$ cat config.mk
export PLATFORM = sky130hd
export DESIGN_NAME = mono_fb_writer
export DESIGN_NICKNAME = d
export VERILOG_FILES = /design/src/rtl/fbw_pkg.sv /design/src/rtl/fbw_ctrl.sv /design/src/rtl/fbw_datapath.sv /design/src/rtl/mono_fb_writer.sv
export SDC_FILE = /design/constraint.sdc
export NUM_CORES = 1
export LEC_CHECK = 0
export BUFFER_PORTS_ARGS = -buffer_cell sky130_fd_sc_hd__buf_2
export CAP_MARGIN = 20
export CORE_MARGIN = 2
export CORE_UTILIZATION = 55
export DETAILED_ROUTE_END_ITERATION = 10
export PLACE_DENSITY = 0.75
export SLEW_MARGIN = 20
export SYNTH_ARGS = -nofsm -noshare
export SYNTH_HDL_FRONTEND = slang
export SYNTH_SLANG_ARGS = --single-unit
$ cat constraint.sdc
create_clock -name clk -period 6.2 [get_ports clk]
set_clock_uncertainty 0.05 [all_clocks]
set_input_delay 0.93 -clock clk [delete_from_list [all_inputs] [get_ports clk]]
set_output_delay 0.93 -clock clk [all_outputs]
set_load 0.005 [all_outputs]
$ cat src/rtl/fbw_pkg.sv
package fbw_pkg;
  localparam int BYTE_W = 8;

  typedef enum logic [1:0] {
    ST_IDLE,
    ST_RUN,
    ST_SCAN
  } fbw_state_t;

  // strobes from the control to the datapath
  typedef struct packed {
    logic wantBit;   // window walk wants a bit this cycle
    logic takeBit;   // one bit is consumed this cycle
    logic writePix;  // consumed bit belongs to a window pixel
    logic flush;     // drop any held byte (new command)
    logic loadLuma;  // latch a new brightness
    logic scanStep;  // rescale visits one address
  } fbw_strobe_t;
endpackage

$ cat src/rtl/fbw_ctrl.sv
module fbw_ctrl
  import fbw_pkg::*;
#(
  parameter int FB_W   = 5,
  parameter int FB_H   = 5,
  parameter int DIM_W  = 8,
  parameter int ADDR_W = 5
) (
  input  logic              clk,
  input  logic              rstN,
  input  logic              cmdValid,
  input  logic [DIM_W-1:0]  cmdX,
  input  logic [DIM_W-1:0]  cmdY,
  input  logic [DIM_W-1:0]  cmdWidth,
  input  logic [DIM_W-1:0]  cmdHeight,
  input  logic [DIM_W-1:0]  cmdPitch,
  input  logic              lumaValid,
  input  logic              bitAvail,
  output logic              cmdReady,
  output logic              lumaReady,
  output fbw_strobe_t       strobe,
  output logic [ADDR_W-1:0] addr,
  output logic              done,
  output logic              cmdErr
);
  localparam int PIX = FB_W * FB_H;
  localparam int WIDE = ADDR_W + DIM_W + 1;
  localparam logic [DIM_W:0] W_LIM = (DIM_W+1)'(FB_W);
  localparam logic [DIM_W:0] H_LIM = (DIM_W+1)'(FB_H);
  localparam logic [ADDR_W-1:0] LAST_ADDR = ADDR_W'(PIX - 1);

  fbw_state_t state;
  logic [DIM_W-1:0]  col, row, skip, winW, winH, pad;
  logic [ADDR_W-1:0] rowBase, scanIdx;

  logic badCmd, emptyCmd, accept, lumaGo;
  logic inPix, rowEnd, lastRow;
  logic [WIDE-1:0] startAddr;

  always_comb begin
    badCmd = ({1'b0, cmdX} >= W_LIM) ||
             ({1'b0, cmdX} + {1'b0, cmdWidth} > W_LIM) ||
             ({1'b0, cmdY} >= H_LIM) ||
             ({1'b0, cmdY} + {1'b0, cmdHeight} > H_LIM) ||
             (cmdPitch < cmdWidth);
    emptyCmd  = (cmdHeight == '0) || (cmdPitch == '0);
    startAddr = WIDE'(cmdY) * WIDE'(FB_W) + WIDE'(cmdX);
  end

  assign cmdReady  = (state == ST_IDLE);
  assign lumaReady = (state == ST_IDLE) && !cmdValid;
  assign accept    = cmdReady && cmdValid;
  assign lumaGo    = lumaReady && lumaValid;

  always_comb begin
    inPix   = (col < winW);
    rowEnd  = inPix ? ((col + 1'b1 == winW) && (pad == '0))
                    : (skip + 1'b1 == pad);
    lastRow = (row + 1'b1 == winH);

    strobe          = '0;
    strobe.wantBit  = (state == ST_RUN);
    strobe.takeBit  = (state == ST_RUN) && bitAvail;
    strobe.writePix = strobe.takeBit && inPix;
    strobe.flush    = accept;
    strobe.loadLuma = lumaGo;
    strobe.scanStep = (state == ST_SCAN);

    addr = (state == ST_SCAN) ? scanIdx : rowBase + ADDR_W'(col);
  end

  always_ff @(posedge clk or negedge rstN) begin
    if (!rstN) begin
      state   <= ST_IDLE;
      col     <= '0;
      row     <= '0;
      skip    <= '0;
      winW    <= '0;
      winH    <= '0;
      pad     <= '0;
      rowBase <= '0;
      scanIdx <= '0;
      done    <= 1'b0;
      cmdErr  <= 1'b0;
    end else begin
      done   <= 1'b0;
      cmdErr <= 1'b0;
      unique case (state)
        ST_IDLE: begin
          if (accept) begin
            if (badCmd) begin
              cmdErr <= 1'b1;
            end else if (emptyCmd) begin
              done <= 1'b1;
            end else begin
              state   <= ST_RUN;
              winW    <= cmdWidth;
              winH    <= cmdHeight;
              pad     <= cmdPitch - cmdWidth;
              col     <= '0;
              row     <= '0;
              skip    <= '0;
              rowBase <= ADDR_W'(startAddr);
            end
          end else if (lumaGo) begin
            state   <= ST_SCAN;
            scanIdx <= '0;
          end
        end
        ST_RUN: begin
          if (strobe.takeBit) begin
            if (rowEnd) begin
              col     <= '0;
              skip    <= '0;
              row     <= row + 1'b1;
              rowBase <= rowBase + ADDR_W'(FB_W);
              if (lastRow) begin
                state <= ST_IDLE;
                done  <= 1'b1;
              end
            end else if (inPix) begin
              col <= col + 1'b1;
            end else begin
              skip <= skip + 1'b1;
            end
          end
        end
        ST_SCAN: begin
          scanIdx <= scanIdx + 1'b1;
          if (scanIdx == LAST_ADDR) state <= ST_IDLE;
        end
        default: state <= ST_IDLE;
      endcase
    end
  end


  err_after_cmd_chk: assert property (@(posedge clk) disable iff (!rstN)
    cmdErr |-> (state == ST_IDLE) && $past(cmdValid));


  done_err_excl_chk: assert property (@(posedge clk) disable iff (!rstN)
    $onehot0({done, cmdErr}));


  scan_no_stream_chk: assert property (@(posedge clk) disable iff (!rstN)
    strobe.scanStep |-> !lumaReady && !strobe.wantBit);
endmodule

$ cat src/rtl/fbw_datapath.sv
module fbw_datapath
  import fbw_pkg::*;
#(
  parameter int FB_W   = 5,
  parameter int FB_H   = 5,
  parameter int LUMA_W = 8,
  parameter int ADDR_W = 5
) (
  input  logic              clk,
  input  logic              rstN,
  input  fbw_strobe_t       strobe,
  input  logic [ADDR_W-1:0] addr,
  input  logic              byteValid,
  input  logic [BYTE_W-1:0] byteData,
  input  logic [LUMA_W-1:0] lumaReq,
  output logic              bitAvail,
  output logic              byteReady,
  output logic              fbWe,
  output logic [ADDR_W-1:0] fbAddr,
  output logic [LUMA_W-1:0] fbData
);
  localparam int PIX = FB_W * FB_H;
  localparam int POS_W = $clog2(BYTE_W);
  localparam logic [POS_W-1:0] LAST_POS = POS_W'(BYTE_W - 1);
  localparam logic [LUMA_W-1:0] L_MAX = '1;
  localparam logic [LUMA_W-1:0] L_MIN = LUMA_W'(1);
  localparam logic signed [LUMA_W+1:0] S_ONE = (LUMA_W+2)'(1);
  localparam logic signed [LUMA_W+1:0] S_MAX = $signed({2'b00, L_MAX});

  logic [LUMA_W-1:0] pixMem [PIX];
  logic [BYTE_W-1:0] heldByte;
  logic [POS_W-1:0]  bitPos;
  logic              haveByte;
  logic [LUMA_W-1:0] lumaReg;
  logic signed [LUMA_W:0] deltaReg;

  logic              curBit;
  logic [LUMA_W-1:0] reqClamped, oldPix, scanNew;
  logic signed [LUMA_W+1:0] sumS;

  // bit unpacker, bit 0 of each byte first
  assign bitAvail  = haveByte || byteValid;
  assign byteReady = strobe.wantBit && !haveByte;
  assign curBit    = haveByte ? heldByte[bitPos] : byteData[0];

  always_ff @(posedge clk or negedge rstN) begin
    if (!rstN) begin
      heldByte <= '0;
      bitPos   <= '0;
      haveByte <= 1'b0;
    end else if (strobe.flush) begin
      haveByte <= 1'b0;
    end else if (strobe.takeBit) begin
      if (haveByte) begin
        bitPos <= bitPos + 1'b1;
        if (bitPos == LAST_POS) haveByte <= 1'b0;
      end else begin
        heldByte <= byteData;
        bitPos   <= POS_W'(1);
        haveByte <= 1'b1;
      end
    end
  end

  // brightness and rescale arithmetic
  assign reqClamped = (lumaReq == '0) ? L_MIN : lumaReq;
  assign oldPix     = pixMem[addr];

  always_comb begin
    sumS = $signed({2'b00, oldPix}) + $signed({deltaReg[LUMA_W], deltaReg});
    if (sumS < S_ONE)      scanNew = L_MIN;
    else if (sumS > S_MAX) scanNew = L_MAX;
    else                   scanNew = sumS[LUMA_W-1:0];
  end

  always_ff @(posedge clk or negedge rstN) begin
    if (!rstN) begin
      lumaReg  <= L_MAX;
      deltaReg <= '0;
    end else if (strobe.loadLuma) begin
      lumaReg  <= reqClamped;
      deltaReg <= $signed({1'b0, reqClamped}) - $signed({1'b0, lumaReg});
    end
  end

  // framebuffer write port and storage
  always_comb begin
    fbWe   = strobe.writePix || (strobe.scanStep && (oldPix != '0));
    fbAddr = addr;
    fbData = strobe.writePix ? (curBit ? lumaReg : '0) : scanNew;
  end

  always_ff @(posedge clk or negedge rstN) begin
    if (!rstN) begin
      for (int i = 0; i < PIX; i++) pixMem[i] <= '0;
    end else if (fbWe) begin
      pixMem[fbAddr] <= fbData;
    end
  end


  luma_nonzero_chk: assert property (@(posedge clk) disable iff (!rstN)
    lumaReg != '0);


  scan_floor_chk: assert property (@(posedge clk) disable iff (!rstN)
    (strobe.scanStep && fbWe) |-> (fbData != '0));


  addr_range_chk: assert property (@(posedge clk) disable iff (!rstN)
    fbWe |-> (int'(fbAddr) < PIX));


  scan_walk_chk: assert property (@(posedge clk) disable iff (!rstN)
    (strobe.scanStep && $past(strobe.scanStep)) |-> (addr == $past(addr) + 1'b1));
endmodule

$ cat src/rtl/mono_fb_writer.sv
module mono_fb_writer
  import fbw_pkg::*;
#(
  parameter int FB_W   = 5,
  parameter int FB_H   = 5,
  parameter int DIM_W  = 8,
  parameter int LUMA_W = 8,
  localparam int ADDR_W = (FB_W * FB_H > 1) ? $clog2(FB_W * FB_H) : 1
) (
  input  logic              clk,
  input  logic              rstN,
  input  logic              cmdValid,
  input  logic [DIM_W-1:0]  cmdX,
  input  logic [DIM_W-1:0]  cmdY,
  input  logic [DIM_W-1:0]  cmdWidth,
  input  logic [DIM_W-1:0]  cmdHeight,
  input  logic [DIM_W-1:0]  cmdPitch,
  output logic              cmdReady,
  input  logic              byteValid,
  input  logic [7:0]        byteData,
  output logic              byteReady,
  input  logic              lumaValid,
  input  logic [LUMA_W-1:0] lumaReq,
  output logic              lumaReady,
  output logic              fbWe,
  output logic [ADDR_W-1:0] fbAddr,
  output logic [LUMA_W-1:0] fbData,
  output logic              done,
  output logic              cmdErr
);
  fbw_strobe_t       strobe;
  logic [ADDR_W-1:0] addr;
  logic              bitAvail;

  fbw_ctrl #(
    .FB_W(FB_W), .FB_H(FB_H), .DIM_W(DIM_W), .ADDR_W(ADDR_W)
  ) u_ctrl (
    .clk(clk), .rstN(rstN),
    .cmdValid(cmdValid), .cmdX(cmdX), .cmdY(cmdY),
    .cmdWidth(cmdWidth), .cmdHeight(cmdHeight), .cmdPitch(cmdPitch),
    .lumaValid(lumaValid), .bitAvail(bitAvail),
    .cmdReady(cmdReady), .lumaReady(lumaReady),
    .strobe(strobe), .addr(addr), .done(done), .cmdErr(cmdErr)
  );

  fbw_datapath #(
    .FB_W(FB_W), .FB_H(FB_H), .LUMA_W(LUMA_W), .ADDR_W(ADDR_W)
  ) u_dp (
    .clk(clk), .rstN(rstN), .strobe(strobe), .addr(addr),
    .byteValid(byteValid), .byteData(byteData), .lumaReq(lumaReq),
    .bitAvail(bitAvail), .byteReady(byteReady),
    .fbWe(fbWe), .fbAddr(fbAddr), .fbData(fbData)
  );
endmodule

==> out/qor.tcl, run 1 <==
set qor(outcome) {finished, final reports clean}
set qor(synth.cells.most_frequent) {sky130_fd_sc_hd__dfrtp_1, sky130_fd_sc_hd__mux2_2, sky130_fd_sc_hd__nand2_1, sky130_fd_sc_hd__nor2_1, sky130_fd_sc_hd__o21ai_0}
set qor(syn_to_final_growth_pct) 14.8
set qor(r2r_cells) 23
set qor(fmax_mhz) 162
set qor(globalplace.congestion) 0.941
set qor(dr_wl_cell_um) 21.6
set qor(clock_network_latency_to_the_later_pin_of_the_worst_skew_pair_ns) 0.57
set qor(initial_standard_cell_utilization_of_the_core_pct) 55.5
set qor(timing.final.crit_period_ns) 6.16
set qor(layout.filler_cells) 2294
set qor(postSynthAreaPerCell_um2) 11.4
set qor(max_cap_violations) 0
set qor(tritoncts) {built}
set qor(worst-endpoint-arrival_ns) 5.18
set qor(overflow) 0
set qor(fp.dieH_um) 179
set qor(first_pass_iters) 5
set qor(drc) 0
set qor(yosysWarnings) 0
set qor(regToRegSetupSlack_ns) 1.02
set qor(max_slew_violation_count) 0
set qor(synth.distinct_cells) 69
set qor(worst_setup_path_endpoint) {fbData[1]}
set qor(netlist_top_cells_area) {sky130_fd_sc_hd__dfrtp_1, sky130_fd_sc_hd__mux2_2, sky130_fd_sc_hd__mux4_2, sky130_fd_sc_hd__ha_1, sky130_fd_sc_hd__mux2_4}
set qor(worst_ep_required_time_ns) 5.22
set qor(groute.usage.overall_pct) 27.1
set qor(layout.nets) 1715
set qor(max-vdd-ir-drop_uv) 881
set qor(maximum_net_fanout_on_the_critical_path) 8
set qor(yosys_most_used_dff) {sky130_fd_sc_hd__dfrtp_1}
set qor(worst_r2r_startpoint) {u_ctrl.col[0]}
set qor(hold_buffers) 0
set qor(placeableCoreArea_um2) 30300
set qor(critical_path.endpoint_type) {output port}
set qor(area_of_combinational_cells_with_multiple_inputs_um2) 9310
set qor(finalHoldWorstSlack_ns) 0.290
set qor(cts.sink_count) 291
set qor(grt_start_max_net_pins) 147
set qor(htree_depth) 1
set qor(dr.first_iter.drc_count) 1026
set qor(port_buffer_count) 79
set qor(layout-drive-gt1-share_pct) 34.0
set qor(post_synth_instance_area_um2) 16800
set qor(via_density_per_instance) 6.15
set qor(timing.final.crit_share_pct) 99.4
set qor(setup_viol_count_final) 0
set qor(proportion_of_synthesized_flip_flops_having_asynchronous_set_or_reset_pct) 100
set qor(ios) 80
set qor(synthDominantAreaCellType) {sky130_fd_sc_hd__dfrtp_1}
set qor(number_of_antenna_violations_at_the_first_check_in_global_routing) 1
set qor(cts.reportedPaths.clkPinSlew_ns) 0.06
set qor(floorplan.die.width_um) 179
set qor(critPathKind) {reg2out}
set qor(num_antenna_cells) 0
set qor(ctsRootBufferMaster) {sky130_fd_sc_hd__clkbuf_16}
set qor(syn_nets) 1617
set qor(worst_slack_ns) 0.0364
set qor(yosys_register_bits) 291
set qor(layout.area.seq_um2) 7300
set qor(grt_first_pass_wirelength_mm) 67.6
set qor(finalHoldViolCount) 0
set qor(dpl_worst_slack_ns) 0.0875
set qor(yosys.cell_count.top_type) {sky130_fd_sc_hd__dfrtp_1}
set qor(post_synthesis_cell_count) 1480
set qor(slew_headroom_pct) 30.7
set qor(timing.rr.end) {u_dp.pixMem[75]}
set qor(clk_path_buf_depth) 3
set qor(netlist.area_leader.share_pct) 42.1
set qor(synth_edf_count) 0
set qor(dp.final_hpwl_mm) 30.1
set qor(route.vias.total) 12300
set qor(timing.critical_path.from_type) {flop}
set qor(power.static_leakage_nw) 8.59
set qor(drt_wl_total_mm) 43.2
set qor(cp-startpoint) {u_ctrl.col[0]}
set qor(die-area_um2) 32000
set qor(route.antenna.remaining_nets) 0
set qor(std_cell_rows) 64
set qor(power-per-cell-area_nw_per_um2) 619
set qor(hold_path.class) {in2async}
set qor(vias_in_the_first_global_route) 12400
set qor(tritoncts.num_buffers) 31
set qor(max_slew.worst_pin.slew_ns) 1.04
set qor(register_area_share_after_synthesis_pct) 43.3
-- cell families (layout without fill, tap and decap cells) --
group	Yosys count	in the layout	synth area share, %
buffers and inverters	134	256	3.28
and+or+nand+nor	377	377	10.8
adders and majority gates	76	76	6.01
xor gates and xnor gates	70	70	3.64
DFF	291	291	43.3
muxes	273	273	22.7
AOI/OAI and AO/OA	259	259	10.2
-- layer usage --
metal  global-route usage (%)  share of wire [%]  wire, µm  vias to the layer above
li1                         -                  -         -                     5552
met1                     37.7                 44     18800                     6206
met2                     43.4                 47     20200                      443
met3                     4.92                6.6      2870                       90
met4                     8.30                2.9      1260                        0
met5                        0                  0         0                        -
-- power breakdown --
group          internal (mW)  switching (mW)  leakage, nW
Sequential              2.56           0.426         3.66
Combinational           2.88            4.28         4.44
Clock                   1.05           0.756        0.494
Total                   6.49            5.47         8.59
-- stage by stage --
| step | util, % | TNS, ns | instance area (µm²) | instances | power (mW) |
|---|---|---|---|---|---|
| 2_1_floorplan | - | 0 | 16800 | 1480 | 6.97 |
| 3_3_place_gp | 58.4 | 0 | 17700 | 1916 | 9.20 |
| 3_5_place_dp | 58.4 | 0 | 17700 | 1916 | 9.39 |
| 4_1_cts | 62.2 | -0.0240 | 18900 | 1979 | 11.4 |
| 5_1_grt | 63.7 | -0.730 | 19300 | 1998 | 12.5 |
| 6_report | 63.7 | 0 | 19300 | 1998 | 12.0 |
-- flip-flops by register name (all words and copies together), names as in the netlist, 3 cells and up --
signal / cells
u_ctrl.winH: 8
u_ctrl.col: 8
u_dp.bitPos: 3
u_ctrl.winW: 8
u_ctrl.scanIdx: 5
u_ctrl.pad: 8
u_dp.lumaReg: 8
u_dp.pixMem: 200
u_ctrl.row: 8
u_ctrl.skip: 8
u_ctrl.rowBase: 5
u_dp.deltaReg: 9
u_dp.heldByte: 8
-- worst min-delay path by stage --
stage	from	to	cells past startpoint
after floorplan	u_dp.pixMem[145]	u_dp.pixMem[145]	1
after global placement	u_dp.pixMem[142]	u_dp.pixMem[142]	1
after detailed placement	u_dp.pixMem[139]	u_dp.pixMem[139]	1
after CTS	rstN	u_dp.deltaReg[4]	1
after global routing	rstN	u_dp.deltaReg[4]	1
final	rstN	u_dp.deltaReg[4]	1
-- critical path: stages (launching register included) --
cell and delay [ns]:
sky130_fd_sc_hd__dfrtp_2 0.44, sky130_fd_sc_hd__ha_4 0.17, sky130_fd_sc_hd__inv_2 0.05, sky130_fd_sc_hd__fa_2 0.45, sky130_fd_sc_hd__o21ai_4 0.24, sky130_fd_sc_hd__buf_12 0.20, sky130_fd_sc_hd__buf_6 0.13, sky130_fd_sc_hd__mux4_2 0.30
sky130_fd_sc_hd__nor2_1 0.18, sky130_fd_sc_hd__o22ai_1 0.18, sky130_fd_sc_hd__o2111a_1 0.25, sky130_fd_sc_hd__ha_4 0.32, sky130_fd_sc_hd__nand3_1 0.08, sky130_fd_sc_hd__o211ai_1 0.28, sky130_fd_sc_hd__o21ai_1 0.09, sky130_fd_sc_hd__nand2b_1 0.07
sky130_fd_sc_hd__a21oi_1 0.08, sky130_fd_sc_hd__nand2b_2 0.25, sky130_fd_sc_hd__nor4b_4 0.25, sky130_fd_sc_hd__o21ai_2 0.09, sky130_fd_sc_hd__buf_4 0.17, sky130_fd_sc_hd__nand2_1 0.17, sky130_fd_sc_hd__buf_2 0.15
-- cell type report --
cell class | instances | area share (%)
Multi-Input combinational cell | 1055 | 48.2
Sequential cell | 291 | 37.7
Timing Repair Buffer | 144 | 5.20
Clock buffer | 46 | 4.72
Tap cell | 396 | 2.56
Inverter | 55 | 1.11
Clock inverter | 11 | 0.460
-- placed cells by master (no fill, tap or decap), types with 14 or more instances in the layout --
cell	n
sky130_fd_sc_hd__dfrtp_1	280
sky130_fd_sc_hd__o31ai_1	17
sky130_fd_sc_hd__nand2b_1	15
sky130_fd_sc_hd__ha_1	63
sky130_fd_sc_hd__mux2_2	158
sky130_fd_sc_hd__o22ai_1	20
sky130_fd_sc_hd__buf_2	78
sky130_fd_sc_hd__clkbuf_16	32
sky130_fd_sc_hd__nor2_1	101
sky130_fd_sc_hd__nand3_1	27
sky130_fd_sc_hd__inv_1	51
sky130_fd_sc_hd__mux2_4	48
sky130_fd_sc_hd__buf_4	50
sky130_fd_sc_hd__nor2b_1	19
sky130_fd_sc_hd__and2_1	14
sky130_fd_sc_hd__xnor2_1	41
sky130_fd_sc_hd__nand2_1	105
sky130_fd_sc_hd__a21oi_1	37
sky130_fd_sc_hd__mux4_2	50
sky130_fd_sc_hd__a21o_1	16
sky130_fd_sc_hd__o21ai_0	81
sky130_fd_sc_hd__xor2_1	28
-- what timing repair did --
action,in CTS,in global routing
pin swaps,4,18
cloned,0,1
endpoints found under the setup margin,8,8
gates resized for setup,25,62
buffers inserted,6,18
(Power assumes the default switching activity.)
==> run 2, diff against run 1 <==
CORE_UTILIZATION = 56   (was 55)
GPL_ROUTABILITY_DRIVEN = 0   (was unset)
PLACE_DENSITY = 0.77   (was 0.75)
==> run 2 against run 1 <==
The run now ends with setup timing left. Sequential share of layout area is 0.27 points higher. Sequential power hardly changed. First-iteration DRC count is 13% higher. Critical path depth is 2 lower. Utilization is 1.1 points higher. Flip-flop and latch count stayed put. Largest power group unchanged. Highest routed layer unchanged. Global-route usage is 0.72 points higher.
==> out/qor.tcl, run 2 (synthesis results as in run 1) <==
set qor(clk_path_buf_depth) 3 ;# unchanged
set qor(design_area_um2) 19200 ;# was 19300 µm²
set qor(power.static_leakage_nw) 8.53 ;# was 8.59 nW
set qor(grt_start_max_net_pins) 125 ;# was 147
set qor(max_cap_violations) 0 ;# unchanged
set qor(timing.final.crit_share_pct) 101 ;# was 99.4%
set qor(max_slew_violation_count) 0 ;# unchanged
set qor(overflow) 0 ;# unchanged
set qor(timing.final.crit_period_ns) 6.26 ;# was 6.16 ns
set qor(dpl_worst_slack_ns) 0.282 ;# was 0.0875 ns
set qor(route.vias.total) 12500 ;# was 12300
set qor(dr_wl_cell_um) 21.9 ;# was 21.6 µm
set qor(outcome) {finished with violations} ;# was finished, final reports clean
set qor(layout.nets) 1696 ;# was 1715
set qor(maximum_net_fanout_on_the_critical_path) 9 ;# was 8
set qor(die-area_um2) 31500 ;# was 32000 µm²
set qor(top_register) {u_dp.pixMem} ;# unchanged
set qor(port_buffer_count) 79 ;# unchanged
set qor(power-per-cell-area_nw_per_um2) 631 ;# was 619 nW/µm²
set qor(grt_first_pass_wirelength_mm) 68.4 ;# was 67.6 mm
set qor(tritoncts) {built} ;# unchanged
set qor(critPathKind) {reg2out} ;# unchanged
set qor(cts.reportedPaths.clkPinSlew_ns) 0.06 ;# about the same
set qor(initial_standard_cell_utilization_of_the_core_pct) 56.8 ;# was 55.5%
set qor(clock_network_latency_to_the_later_pin_of_the_worst_skew_pair_ns) 0.52 ;# was 0.57 ns
set qor(top_regs) {u_dp.pixMem (200), u_dp.deltaReg (9)} ;# unchanged
set qor(max-vdd-ir-drop_uv) 735 ;# was 881 µV
set qor(worst_r2r_startpoint) {u_ctrl.col[0]} ;# unchanged
set qor(finalHoldWorstSlack_ns) 0.422 ;# was 0.290 ns
set qor(largest_reg_flops) 200 ;# unchanged
set qor(layout.filler_cells) 2257 ;# was 2294
set qor(dp.final_hpwl_mm) 29.8 ;# was 30.1 mm
set qor(r2r_cells) 24 ;# was 23
set qor(drt_wl_total_mm) 43.2 ;# about the same
set qor(dr.first_iter.drc_count) 1157 ;# was 1026
set qor(layout_commonest_cell) {sky130_fd_sc_hd__dfrtp_1} ;# unchanged
set qor(fp.dieH_um) 177 ;# was 179 µm
set qor(floorplan.die.width_um) 177 ;# was 179 µm
set qor(setup_viol_count_final) 1 ;# was 0
set qor(ios) 80 ;# unchanged
set qor(vias_in_the_first_global_route) 12600 ;# was 12400
set qor(syn_to_final_growth_pct) 14.0 ;# was 14.8%
set qor(route.antenna.remaining_nets) 0 ;# unchanged
set qor(ctsRootBufferMaster) {sky130_fd_sc_hd__clkbuf_16} ;# unchanged
set qor(finalHoldViolCount) 0 ;# unchanged
set qor(layoutNonFillerInstCount) 1972 ;# was 1998
set qor(via_density_per_instance) 6.33 ;# was 6.15
set qor(hold_buffers) 0 ;# unchanged
set qor(worst_slack_ns) -0.0649 ;# was 0.0364 ns
set qor(num_antenna_cells) 0 ;# unchanged
set qor(placeableCoreArea_um2) 29600 ;# was 30300 µm²
set qor(std_cell_rows) 63 ;# was 64
set qor(slew_headroom_pct) 28.2 ;# was 30.7%
set qor(worst-endpoint-arrival_ns) 5.28 ;# was 5.18 ns
set qor(regToRegSetupSlack_ns) 0.90 ;# was 1.02 ns
set qor(drc) 0 ;# unchanged
set qor(hold_path.class) {in2async} ;# unchanged
set qor(timing.critical_path.from_type) {flop} ;# unchanged
set qor(worst_ep_required_time_ns) 5.22 ;# about the same
set qor(dpl.cell_count) 1899 ;# was 1916
set qor(layout-drive-gt1-share_pct) 33.2 ;# was 34.0%
set qor(grt_setup_unrepaired) {true}
set qor(timing.rr.end) {u_dp.pixMem[162]} ;# was u_dp.pixMem[75]
set qor(tritoncts.num_buffers) 34 ;# was 31
set qor(htree_depth) 2 ;# was 1
set qor(cts.sink_count) 291 ;# unchanged
set qor(number_of_antenna_violations_at_the_first_check_in_global_routing) 0 ;# was 1
set qor(cell_area_after_placement_um2) 17700 ;# about the same
set qor(first_pass_iters) 6 ;# was 5
set qor(power.total_mw) 12.1 ;# was 12.0 mW
set qor(critical_path.endpoint_type) {output port} ;# unchanged
set qor(groute.usage.overall_pct) 27.8 ;# was 27.1%
set qor(failed_checks) {setup timing}
set qor(max_slew.worst_pin.slew_ns) 1.07 ;# was 1.04 ns
set qor(fmax_mhz) 160 ;# was 162 MHz
set qor(final_cell_mix) {sky130_fd_sc_hd__dfrtp_1, sky130_fd_sc_hd__mux2_2, sky130_fd_sc_hd__nand2_1} ;# unchanged
## run 2: critical path, cell delays in order, from the launching register on
cell and delay (ns):
sky130_fd_sc_hd__dfrtp_1 0.38, sky130_fd_sc_hd__ha_2 0.20, sky130_fd_sc_hd__inv_2 0.06, sky130_fd_sc_hd__fa_2 0.47, sky130_fd_sc_hd__o21ai_4 0.29, sky130_fd_sc_hd__clkbuf_16 0.23
sky130_fd_sc_hd__buf_6 0.16, sky130_fd_sc_hd__mux4_2 0.32, sky130_fd_sc_hd__nor2_2 0.11, sky130_fd_sc_hd__o22ai_2 0.12, sky130_fd_sc_hd__o2111a_2 0.21, sky130_fd_sc_hd__ha_4 0.23
sky130_fd_sc_hd__nor2b_1 0.14, sky130_fd_sc_hd__o21ai_1 0.23, sky130_fd_sc_hd__nor2b_4 0.21, sky130_fd_sc_hd__xnor2_2 0.09, sky130_fd_sc_hd__or4_1 0.40, sky130_fd_sc_hd__nor4_1 0.24
sky130_fd_sc_hd__nor4_1 0.09, sky130_fd_sc_hd__a22oi_2 0.40, sky130_fd_sc_hd__buf_2 0.20
## run 2: timing repair
action	4_1_cts	5_1_grt
setup endpoints to repair	8	8
resized for setup	13	55
gates cloned	1	1
setup buffers	5	8
pin swaps	3	24
hold endpoints to repair	0	0
## run 2: where the power goes
| part | internal (mW) | switching, mW | leakage (nW) |
|---|---|---|---|
| registers | 2.56 | 0.426 | 3.66 |
| clock network | 1.20 | 0.775 | 0.550 |
| logic | 2.83 | 4.32 | 4.32 |
| total | 6.59 | 5.52 | 8.53 |
## run 2: how the worst max path moves through the flow
stage                            startpoint        end  cells after the start
final                         u_ctrl.col[0]  fbData[0]                     20
after global routing      u_ctrl.rowBase[0]  fbData[0]                     20
after CTS                 u_ctrl.rowBase[0]  fbData[0]                     22
after detailed placement      u_ctrl.col[0]  fbData[0]                     20
after global placement        u_ctrl.col[0]  fbData[0]                     21
after floorplan               u_ctrl.col[0]  fbData[0]                     24
## run 2: layer usage
metal  vias up  share of wire, %  global-route usage [%]
li1       5506                 -                       -
met1      6261                41                    37.2
met2       545                47                    45.3
met3       161               7.4                    5.27
met4         0               4.6                    10.3
met5         -                 0                       0
## run 2: area by class of cell
cell class	instances	area, µm²	area share [%]
inverter	55	206	1.08
tap	390	488	2.54
clock inverter	10	104	0.541
sequential	291	7290	38.0
multi-input combinational	1055	9280	48.4
clock buffer	49	998	5.20
timing repair buffer	122	815	4.25
## run 2: per-stage QoR
| step | util, % | TNS (ns) |
|---|---|---|
| floorplan | - | 0 |
| global placement | 59.6 | 0 |
| detailed placement | 59.6 | 0 |
| CTS | 63.7 | 0 |
| global route | 64.7 | -0.438 |
| finish | 64.7 | -0.0649 |
==> run 3, diff against run 2 <==
ABC_AREA = 1   (was unset)
CORE_UTILIZATION = 60   (was 56)
PLACE_DENSITY = 0.78   (was 0.77)
TNS_END_PERCENT = 30   (was unset)
clock period = 5.9 ns   (was 6.2 ns; I/O delays follow)
==> run 3 against run 2 <==
The run now ends clean. Critical endpoint is now fbData[4]. Setup slack gained 0.23 ns. Synthesized cell count grew 77%. Final area grew 5.9%. Critical path depth grew 6. First-iteration DRC count grew 73%. Flip-flop and latch count is the same. Wire length grew 21%.
==> out/qor.tcl, run 3 <==
set qor(die-area_um2) 32100 ;# was 31500 µm²
set qor(largest_reg_flops) 200 ;# unchanged
set qor(top_regs) {u_dp.pixMem (200), u_dp.deltaReg (9)} ;# unchanged
set qor(dr.first_iter.drc_count) 2005 ;# was 1157
set qor(yosys_register_bits) 291 ;# unchanged
set qor(final_cell_mix) {sky130_fd_sc_hd__nand2_1, sky130_fd_sc_hd__dfrtp_1, sky130_fd_sc_hd__nand3_1} ;# was sky130_fd_sc_hd__dfrtp_1, sky130_fd_sc_hd__mux2_2, sky130_fd_sc_hd__nand2_1
set qor(critical_path.endpoint_type) {output port} ;# unchanged
set qor(grt_first_pass_wirelength_mm) 84.3 ;# was 68.4 mm
set qor(yosys_most_used_dff) {sky130_fd_sc_hd__dfrtp_1} ;# unchanged
set qor(clk_path_buf_depth) 3 ;# unchanged
set qor(syn_to_final_growth_pct) 10.4 ;# was 14.0%
set qor(yosys.cell_count.top_type) {sky130_fd_sc_hd__nand2_1} ;# was sky130_fd_sc_hd__dfrtp_1
set qor(layout.nets) 2807 ;# was 1696
set qor(clock_network_latency_to_the_later_pin_of_the_worst_skew_pair_ns) 0.58 ;# was 0.52 ns
set qor(regToRegSetupSlack_ns) 1.08 ;# was 0.90 ns
set qor(slew_headroom_pct) 43.3 ;# was 28.2%
set qor(timing.final.crit_period_ns) 5.73
set qor(route.antenna.remaining_nets) 0 ;# unchanged
set qor(post_synthesis_cell_count) 2623 ;# was 1480
set qor(layoutNonFillerInstCount) 3091 ;# was 1972
set qor(dominant_combinational_cell_family_by_area_after_synthesis) {simple AND/OR/NAND/NOR gates} ;# was multiplexers
set qor(tritoncts.num_buffers) 31 ;# was 34
set qor(hold_path.class) {in2async} ;# unchanged
set qor(yosysWarnings) 0 ;# unchanged
set qor(dr_wl_cell_um) 16.9 ;# was 21.9 µm
set qor(proportion_of_synthesized_flip_flops_having_asynchronous_set_or_reset_pct) 100 ;# unchanged
set qor(finalHoldViolCount) 0 ;# unchanged
set qor(outcome) {finished, final reports clean} ;# was finished with violations
set qor(route.vias.total) 17500 ;# was 12500
set qor(ctsRootBufferMaster) {sky130_fd_sc_hd__clkbuf_16} ;# unchanged
set qor(cts.reportedPaths.clkPinSlew_ns) 0.06 ;# about the same
set qor(fmax_mhz) 174
set qor(vias_in_the_first_global_route) 16600 ;# was 12600
set qor(xor_and_xnor_fraction_of_the_mapped_netlist_area_pct) 2.86 ;# was 3.64%
set qor(first_pass_iters) 7 ;# was 6
set qor(register_area_share_after_synthesis_pct) 39.6 ;# was 43.3%
set qor(dp.final_hpwl_mm) 35.5 ;# was 29.8 mm
set qor(synth_edf_count) 0 ;# unchanged
set qor(drt_wl_total_mm) 52.2 ;# was 43.2 mm
set qor(top_register) {u_dp.pixMem} ;# unchanged
set qor(fp.dieH_um) 179 ;# was 177 µm
set qor(setup_viol_count_final) 0 ;# was 1
set qor(layout_commonest_cell) {sky130_fd_sc_hd__nand2_1} ;# was sky130_fd_sc_hd__dfrtp_1
set qor(drc) 0 ;# unchanged
set qor(max_slew_violation_count) 0 ;# unchanged
set qor(dpl.cell_count) 3020 ;# was 1899
set qor(grt_start_max_net_pins) 146 ;# was 125
set qor(post_synth_instance_area_um2) 18400 ;# was 16800 µm²
set qor(hold_buffers) 0 ;# unchanged
set qor(r2r_cells) 27 ;# was 24
set qor(worst_r2r_startpoint) {u_ctrl.col[0]} ;# unchanged
set qor(timing.final.crit_share_pct) 97.2
set qor(via_density_per_instance) 5.68 ;# was 6.33
set qor(timing.critical_path.from_type) {flop} ;# unchanged
set qor(maximum_net_fanout_on_the_critical_path) 28 ;# was 9
set qor(postSynthAreaPerCell_um2) 7.01 ;# was 11.4 µm²
set qor(max_slew.worst_pin.slew_ns) 0.848 ;# was 1.07 ns
set qor(synthDominantAreaCellType) {sky130_fd_sc_hd__dfrtp_1} ;# unchanged
set qor(tritoncts) {built} ;# unchanged
set qor(cts.sink_count) 291 ;# unchanged
set qor(number_of_antenna_violations_at_the_first_check_in_global_routing) 5 ;# was 0
set qor(synth-simple-area-share_pct) 39.1 ;# was 10.8%
set qor(overflow) 0 ;# unchanged
set qor(groute.usage.overall_pct) 32.9 ;# was 27.8%
set qor(initial_standard_cell_utilization_of_the_core_pct) 60.5 ;# was 56.8%
set qor(post_synth_fa_ha_maj_area_fraction_pct) 5.49 ;# was 6.01%
set qor(synth.distinct_cells) 45 ;# was 69
set qor(synth.cells.most_frequent) {sky130_fd_sc_hd__nand2_1, sky130_fd_sc_hd__dfrtp_1, sky130_fd_sc_hd__nand3_1, sky130_fd_sc_hd__inv_1, sky130_fd_sc_hd__nor2_1} ;# was sky130_fd_sc_hd__dfrtp_1, sky130_fd_sc_hd__mux2_2, sky130_fd_sc_hd__nand2_1, sky130_fd_sc_hd__nor2_1, sky130_fd_sc_hd__o21ai_0
set qor(critPathKind) {reg2out} ;# unchanged
set qor(floorplan.die.width_um) 179 ;# was 177 µm
set qor(syn_nets) 2760 ;# was 1617
set qor(slowest_delay_ns) 0.41 ;# was 0.47 ns
set qor(max_cap_violations) 0 ;# unchanged
set qor(yosys-mux-area-fraction_pct) 0.483 ;# was 22.7%
set qor(timing.rr.end) {u_dp.pixMem[168]} ;# was u_dp.pixMem[162]
set qor(std_cell_rows) 64 ;# was 63
set qor(netlist.area_leader.share_pct) 38.5 ;# was 42.1%
set qor(port_buffer_count) 79 ;# unchanged
set qor(critPathSlowestCell) {sky130_fd_sc_hd__fa_1} ;# was sky130_fd_sc_hd__fa_2
set qor(placeableCoreArea_um2) 30400 ;# was 29600 µm²
set qor(worst-endpoint-arrival_ns) 4.80 ;# was 5.28 ns
set qor(ios) 80 ;# unchanged
set qor(netlist_top_cells_area) {sky130_fd_sc_hd__dfrtp_1, sky130_fd_sc_hd__nand2_1, sky130_fd_sc_hd__nand3_1, sky130_fd_sc_hd__inv_1, sky130_fd_sc_hd__ha_1} ;# was sky130_fd_sc_hd__dfrtp_1, sky130_fd_sc_hd__mux2_2, sky130_fd_sc_hd__mux4_2, sky130_fd_sc_hd__ha_1, sky130_fd_sc_hd__mux2_4
set qor(synth_compound_area_share_pct) 4.47 ;# was 10.2%
set qor(critical-path-top-cell-by-count) {sky130_fd_sc_hd__nand2_1} ;# was sky130_fd_sc_hd__nor4_1
set qor(worst_ep_required_time_ns) 4.97 ;# was 5.22 ns
set qor(layout-drive-gt1-share_pct) 9.28 ;# was 33.2%
set qor(layout.filler_cells) 2658 ;# was 2257
set qor(htree_depth) 1 ;# was 2
-- run 3: changes by cell type after synthesis, sizes merged, moves of 22 or more --
cell,before,now
nor2b,22,0
nand2,108,1144
nand3b,5,93
mux2,218,7
o22ai,28,5
buf,19,51
mux4,50,0
nand3,27,258
inv,55,256
nand4,8,35
-- run 3: how the worst max path moves through the flow --
stage,from,to,slack (ns)
floorplan,u_ctrl.rowBase[0],fbData[1],0.80
global placement,u_ctrl.col[0],fbData[0],0.49
detailed placement,u_ctrl.rowBase[0],fbData[0],0.32
CTS,u_ctrl.rowBase[0],fbData[0],0.009
global route,u_ctrl.col[0],fbData[0],-0.04
finish,u_ctrl.col[0],fbData[4],0.17
-- run 3: kinds of logic (layout without fill, tap and decap cells) --
logic type,Yosys count,after routing
buffers and inverters,364,435
adders and majority gates,76,76
and+or+nand+nor,1672,1672
xor gates and xnor gates,60,60
muxes,8,8
other,0,1
DFF,291,291
AOI/OAI and AO/OA,152,152
-- run 3: cell type report --
cell class,instances,area [µm²],area share [%]
antenna,1,2.50,0.0123
clock buffer,49,903,4.45
clock inverter,8,68.8,0.339
inverter,257,976,4.80
multi-input combinational,1968,9770,48.1
sequential,291,7290,35.9
tap,396,495,2.44
timing repair buffer,120,797,3.92
timing repair inverter,1,5.00,0.0246
-- run 3: per-stage QoR --
step                util, %  TNS [ns]  hold slack (ns)  area, µm²  setup slack, ns
finish                 66.8         0            0.283      20300            0.166
floorplan                 -         0            0.383      18400            0.803
CTS                    66.2         0            0.326      20100          0.00861
detailed placement     62.9         0            0.399      19100            0.324
global route           66.8    -0.219            0.352      20300          -0.0360
global placement       62.9         0            0.394      19100            0.492
-- run 3: critical path: cells and delay by family (launching register included) --
family	cells	cell delay, ns
AND/OR/NAND/NOR	12	1.23
adder cells (fa/ha/maj)	3	0.94
buffers and inverters	5	0.65
AO/OA/AOI/OAI	4	0.57
XOR/XNOR	2	0.43
flip-flops	1	0.40
-- run 3: metal layers --
metal	vias up	GRT usage (%)	share of wire [%]
li1	8391	-	-
met1	8261	43.0	41
met2	727	53.9	47
met3	161	6.04	7.6
met4	8	13.6	4.1
met5	-	0	0.098
-- run 3: what timing repair did --
item | 4_1_cts | 5_1_grt
setup endpoints to repair | 8 | 8
pin swaps | 0 | 7
resized for setup | 10 | 24
gates cloned | 0 | 1
setup buffers | 0 | 12
Power of run 3 is not shown: default switching activity piles up to over one toggle a cycle in this logic, so the estimate is an artifact.
